===== config.mk =====
export PLATFORM = sky130hd
export DESIGN_NAME = nas_unit
export DESIGN_NICKNAME = d
export VERILOG_FILES = /design/src/rtl/nas_pkg.sv /design/src/rtl/nas_negate.sv /design/src/rtl/nas_ripple_add.sv /design/src/rtl/nas_mux4.sv /design/src/rtl/nas_unit.sv
export SDC_FILE = /design/constraint.sdc
export NUM_CORES = 1
export LEC_CHECK = 0
export BUFFER_PORTS_ARGS = -buffer_cell sky130_fd_sc_hd__buf_2
export CAP_MARGIN = 20
export CORE_UTILIZATION = 35
export DETAILED_ROUTE_END_ITERATION = 8
export PLACE_DENSITY = 0.55
export SYNTH_ARGS = -nofsm -noshare
export SYNTH_HDL_FRONTEND = slang
export SYNTH_SLANG_ARGS = --single-unit

===== constraint.sdc =====
create_clock -name vclk -period 4.9
set_input_delay 0.245 -clock vclk [all_inputs]
set_output_delay 0.245 -clock vclk [all_outputs]
set_load 0.05 [all_outputs]

===== src/rtl/nas_pkg.sv =====
package nas_pkg;

    localparam int unsigned OPW = 2;

    typedef enum logic [OPW-1:0] {
        OP_SUB_BA = 2'd0,
        OP_SUB_AB = 2'd1,
        OP_ADD    = 2'd2,
        OP_NEG_A  = 2'd3
    } nas_op_e;

endpackage


===== src/rtl/nas_negate.sv =====
// Two's-complement negation: invert every bit, then increment through a
// half-adder chain. The carry out of the top bit is not formed.
module nas_negate #(
    parameter int unsigned W = 4
) (
    input  logic [W-1:0] din,
    output logic [W-1:0] dout
);
    logic [W-1:0] inv;
    logic [W-1:0] cy;   // carry into bit i

    assign inv   = ~din;
    assign cy[0] = 1'b1;

    for (genvar i = 0; i < W; i++) begin : g_bit
        assign dout[i] = inv[i] ^ cy[i];
        if (i < W - 1) begin : g_cy
            assign cy[i+1] = inv[i] & cy[i];
        end
    end
endmodule


===== src/rtl/nas_ripple_add.sv =====
// Modulo 2^W ripple adder built from full-adder cells; carry out dropped.
module nas_ripple_add #(
    parameter int unsigned W = 4
) (
    input  logic [W-1:0] x,
    input  logic [W-1:0] y,
    output logic [W-1:0] sum
);
    logic [W-1:0] cy;   // carry into bit i

    assign cy[0] = 1'b0;

    for (genvar i = 0; i < W; i++) begin : g_fa
        assign sum[i] = x[i] ^ y[i] ^ cy[i];
        if (i < W - 1) begin : g_cy
            assign cy[i+1] = (x[i] & y[i]) | (cy[i] & (x[i] ^ y[i]));
        end
    end
endmodule


===== src/rtl/nas_mux4.sv =====
// W-bit four-way selector driven by the operation code.
module nas_mux4
    import nas_pkg::*;
#(
    parameter int unsigned W = 4
) (
    input  nas_op_e      sel,
    input  logic [W-1:0] in_sub_ba,
    input  logic [W-1:0] in_sub_ab,
    input  logic [W-1:0] in_add,
    input  logic [W-1:0] in_neg_a,
    output logic [W-1:0] dout
);
    always_comb begin
        unique case (sel)
            OP_SUB_BA: dout = in_sub_ba;
            OP_SUB_AB: dout = in_sub_ab;
            OP_ADD:    dout = in_add;
            OP_NEG_A:  dout = in_neg_a;
            default:   dout = '0;
        endcase
    end
endmodule


===== src/rtl/nas_unit.sv =====
// Negate-and-add arithmetic unit, top level.
module nas_unit
    import nas_pkg::*;
#(
    parameter int unsigned W = 4
) (
    input  logic [W-1:0]   opa,
    input  logic [W-1:0]   opb,
    input  logic [OPW-1:0] op_sel,
    output logic [W-1:0]   result,
    output logic           ovf
);
    localparam int unsigned MSB = W - 1;

    nas_op_e      op;
    logic [W-1:0] neg_a;     // -opa
    logic [W-1:0] diff_ba;   // opb - opa
    logic [W-1:0] diff_ab;   // opa - opb = -(opb - opa)
    logic [W-1:0] sum_ab;    // opa + opb
    logic [W-1:0] min_val;   // most negative value

    assign op      = nas_op_e'(op_sel);
    assign min_val = {1'b1, {(W-1){1'b0}}};

    nas_negate #(.W(W)) u_neg_a (
        .din  (opa),
        .dout (neg_a)
    );

    nas_ripple_add #(.W(W)) u_add_diff (
        .x   (opb),
        .y   (neg_a),
        .sum (diff_ba)
    );

    nas_negate #(.W(W)) u_neg_diff (
        .din  (diff_ba),
        .dout (diff_ab)
    );

    nas_ripple_add #(.W(W)) u_add_sum (
        .x   (opa),
        .y   (opb),
        .sum (sum_ab)
    );

    nas_mux4 #(.W(W)) u_sel (
        .sel       (op),
        .in_sub_ba (diff_ba),
        .in_sub_ab (diff_ab),
        .in_add    (sum_ab),
        .in_neg_a  (neg_a),
        .dout      (result)
    );

    // Signed overflow, decided from operand signs and the chosen result.
    always_comb begin
        unique case (op)
            OP_SUB_BA: ovf = (opa[MSB] != opb[MSB]) && (diff_ba[MSB] != opb[MSB]);
            OP_SUB_AB: ovf = (opa[MSB] != opb[MSB]) && (diff_ab[MSB] != opa[MSB]);
            OP_ADD:    ovf = (opa[MSB] == opb[MSB]) && (sum_ab[MSB] != opa[MSB]);
            OP_NEG_A:  ovf = (opa == min_val);
            default:   ovf = 1'b0;
        endcase
    end
endmodule


==> results.json <==
{
  "run_status": "finished clean",
  "worst_setup_path_start_kind": "primary input",
  "setup_slack_ns": 2.050,
  "fin_hold_ws_ns": 0.9427,
  "comb_power_share_pct": 100.0,
  "setup.worst_path.end_class": "output pin",
  "max-slew-margin-rel_pct": 83.69,
  "via_count": 387,
  "share_seq_of_total_power_pct": 0,
  "initial_antenna_violation_count": 0,
  "place_congestion": 0.6777,
  "p_per_area_nw_per_um2": 195.9,
  "post_synth_num_cell_types": 20,
  "post-dp-hpwl_microns": 700.3,
  "cts_setup_buffers": 0,
  "track_usage_pct": 12.65,
  "die_height_microns": 39,
  "seqCellArea_sq_um": 0,
  "finish.cell_count_without_fillers": 83,
  "timing_worst_setup_path_type": "primary input to output pin",
  "power.switching_mw": 0.06657,
  "synth_sequential_area_ratio_pct": 0,
  "highest_clock_rate_ghz": 0.3508,
  "max-cap-violations": 0,
  "grt_overflow": 0,
  "cts-resized-gates": 0,
  "p_leak_nw": 0.2972,
  "post_drt_wl_per_cell_microns": 9.253,
  "detail_route.vias_per_cell": 4.663,
  "drt_wl_total_microns": 768,
  "coreArea_sq_um": 1186,
  "diodes": 0,
  "rows": 12,
  "final_common_cell": "sky130_fd_sc_hd__buf_2",
  "grt_setup_unrepaired": "no",
  "layout.cells.most_common_list": "sky130_fd_sc_hd__buf_2 (15), sky130_fd_sc_hd__inv_1 (12), sky130_fd_sc_hd__nand2_1 (7)",
  "setup_total_negative_slack_ns": 0,
  "cp_max_fo": 3,
  "period_minus_slack_ns": 2.850,
  "post-route-drc-count": 0,
  "grt_pass1_vias": 346,
  "synthesis.nets": 76,
  "layout-drive-gt1-share_pct": 30.43,
  "average_size_of_a_mapped_cell_sq_um": 8.407,
  "fillers": 131,
  "power.ir.vdd_worst_uv": 71.79,
  "cp_data_arrival_time_ns": 2.61,
  "port_buffers": 15,
  "placed_cells_incl_taps": 83,
  "worst-endpoint-required_ns": 4.66,
  "layout.nets": 90,
  "seq_cells": 0,
  "io_pins": 15,
  "hold_path.class": "primary input to output pin",
  "drtIter0Drc": 3,
  "grt_max_degree": 11,
  "min_path_cells": 4,
  "syn_to_final_growth_pct": 14.88,
  "post_synth_design_cell_area_sq_um": 479.2,
  "effective_utilization_at_floorplan_pct": 40.40,
  "detail-route-antenna-nets": 0,
  "fin_crit_sh_pct": 58.17,
  "n_clock_buffer": 0,
  "design.die.area_sq_um": 1521,
  "timing.final.setup_violations": 0,
  "dr.pass1.iters": 2,
  "clkPwrFrac_pct": 0,
  "finalMaxSlewViolations": 0,
  "postSynthCellCount": 57,
  "yosysWarnings": 0,
  "worst_pin_slew_ns": 0.2463,
  "detailedPlace.worstSlack_ns": 2.025,
  "netSwitchingFraction_pct": 61.73,
  "internal_power_mw": 0.04128,
  "number_of_hold_violations_in_the_final_report": 0,
  "postCtsHoldBufs": 0,
  "grt_first_pass_wirelength_microns": 1373,
  "floorplan.die.width_microns": 39
}
cells by family (layout without fill, tap and decap cells):
kind of cell    after synthesis  in the layout  synth area share [%]
compound gates                8              8                 10.18
xor+xnor                      8              8                 17.76
fa+ha+maj                     9              9                 29.77
buf+inv                      15             27                 13.84
mux                           5              5                 15.67
simple gates                 12             12                 12.80
cells in the mapped netlist:
library cell	instances	area, sq um
sky130_fd_sc_hd__mux2i_1	3	30.03
sky130_fd_sc_hd__buf_2	2	10.01
sky130_fd_sc_hd__mux4_2	2	45.04
sky130_fd_sc_hd__buf_6	1	11.26
sky130_fd_sc_hd__o22ai_1	2	12.51
sky130_fd_sc_hd__nand2_1	7	26.28
sky130_fd_sc_hd__nor2_1	1	3.750
sky130_fd_sc_hd__and2b_2	2	17.52
sky130_fd_sc_hd__nand3b_1	1	7.510
sky130_fd_sc_hd__xnor2_2	1	16.27
sky130_fd_sc_hd__o21bai_1	1	7.510
sky130_fd_sc_hd__xnor2_1	2	17.52
sky130_fd_sc_hd__inv_1	12	45.04
sky130_fd_sc_hd__fa_1	4	80.08
sky130_fd_sc_hd__nand2b_1	1	6.260
sky130_fd_sc_hd__xor2_2	1	16.27
sky130_fd_sc_hd__a32oi_1	1	8.760
sky130_fd_sc_hd__xor2_1	4	35.03
sky130_fd_sc_hd__o21ai_0	4	20.02
sky130_fd_sc_hd__ha_1	5	62.56
per-stage QoR:
stage | area [sq um] | util [%] | total power, mW
2_1_floorplan | 479.2 | - | 0.08939
5_1_grt | 550.5 | 46.41 | 0.1211
6_report | 550.5 | 46.41 | 0.1078
4_1_cts | 550.5 | 46.41 | 0.1097
3_3_place_gp | 550.5 | 46.41 | 0.1083
3_5_place_dp | 550.5 | 46.41 | 0.1092
layout make-up:
class / count / area, sq um / share of cell area [%]
inverter: 12 / 45.04 / 8.182
timing repair buffer: 15 / 75.07 / 13.64
tap: 14 / 17.52 / 3.182
multi-input combinational: 42 / 412.9 / 75.00
metal layers:
layer  GRT usage [%]  wire length [microns]  up-vias
li1                -                      -      209
met2           22.50                    335        9
met5               0                      0        -
met1           17.99                    408      169
met4               0                      0        0
met3               0                     23        0
path summary, 6_finish.rpt:
kind	startpoint	end
hold / removal	opa[0]	result[0]
setup / recovery	opa[0]	ovf
power groups by stage:
stage               logic (mW)  registers [mW]  clock network [mW]
global placement         0.108               0                   0
floorplan               0.0894               0                   0
detailed placement       0.109               0                   0
CTS                      0.110               0                   0
global route             0.121               0                   0
finish                   0.108               0                   0
worst max-delay path, cell delays in order:
cell and delay [ns]:
sky130_fd_sc_hd__buf_2 0.09, sky130_fd_sc_hd__inv_1 0.05, sky130_fd_sc_hd__ha_1 0.29, sky130_fd_sc_hd__inv_1 0.05, sky130_fd_sc_hd__fa_1 0.38, sky130_fd_sc_hd__inv_1 0.07
sky130_fd_sc_hd__fa_1 0.42, sky130_fd_sc_hd__inv_1 0.07, sky130_fd_sc_hd__ha_1 0.18, sky130_fd_sc_hd__nand2_1 0.07, sky130_fd_sc_hd__xnor2_1 0.17, sky130_fd_sc_hd__mux2i_1 0.22
sky130_fd_sc_hd__mux2i_1 0.08, sky130_fd_sc_hd__buf_2 0.21
Note: power is estimated with default switching activity, not from simulation.
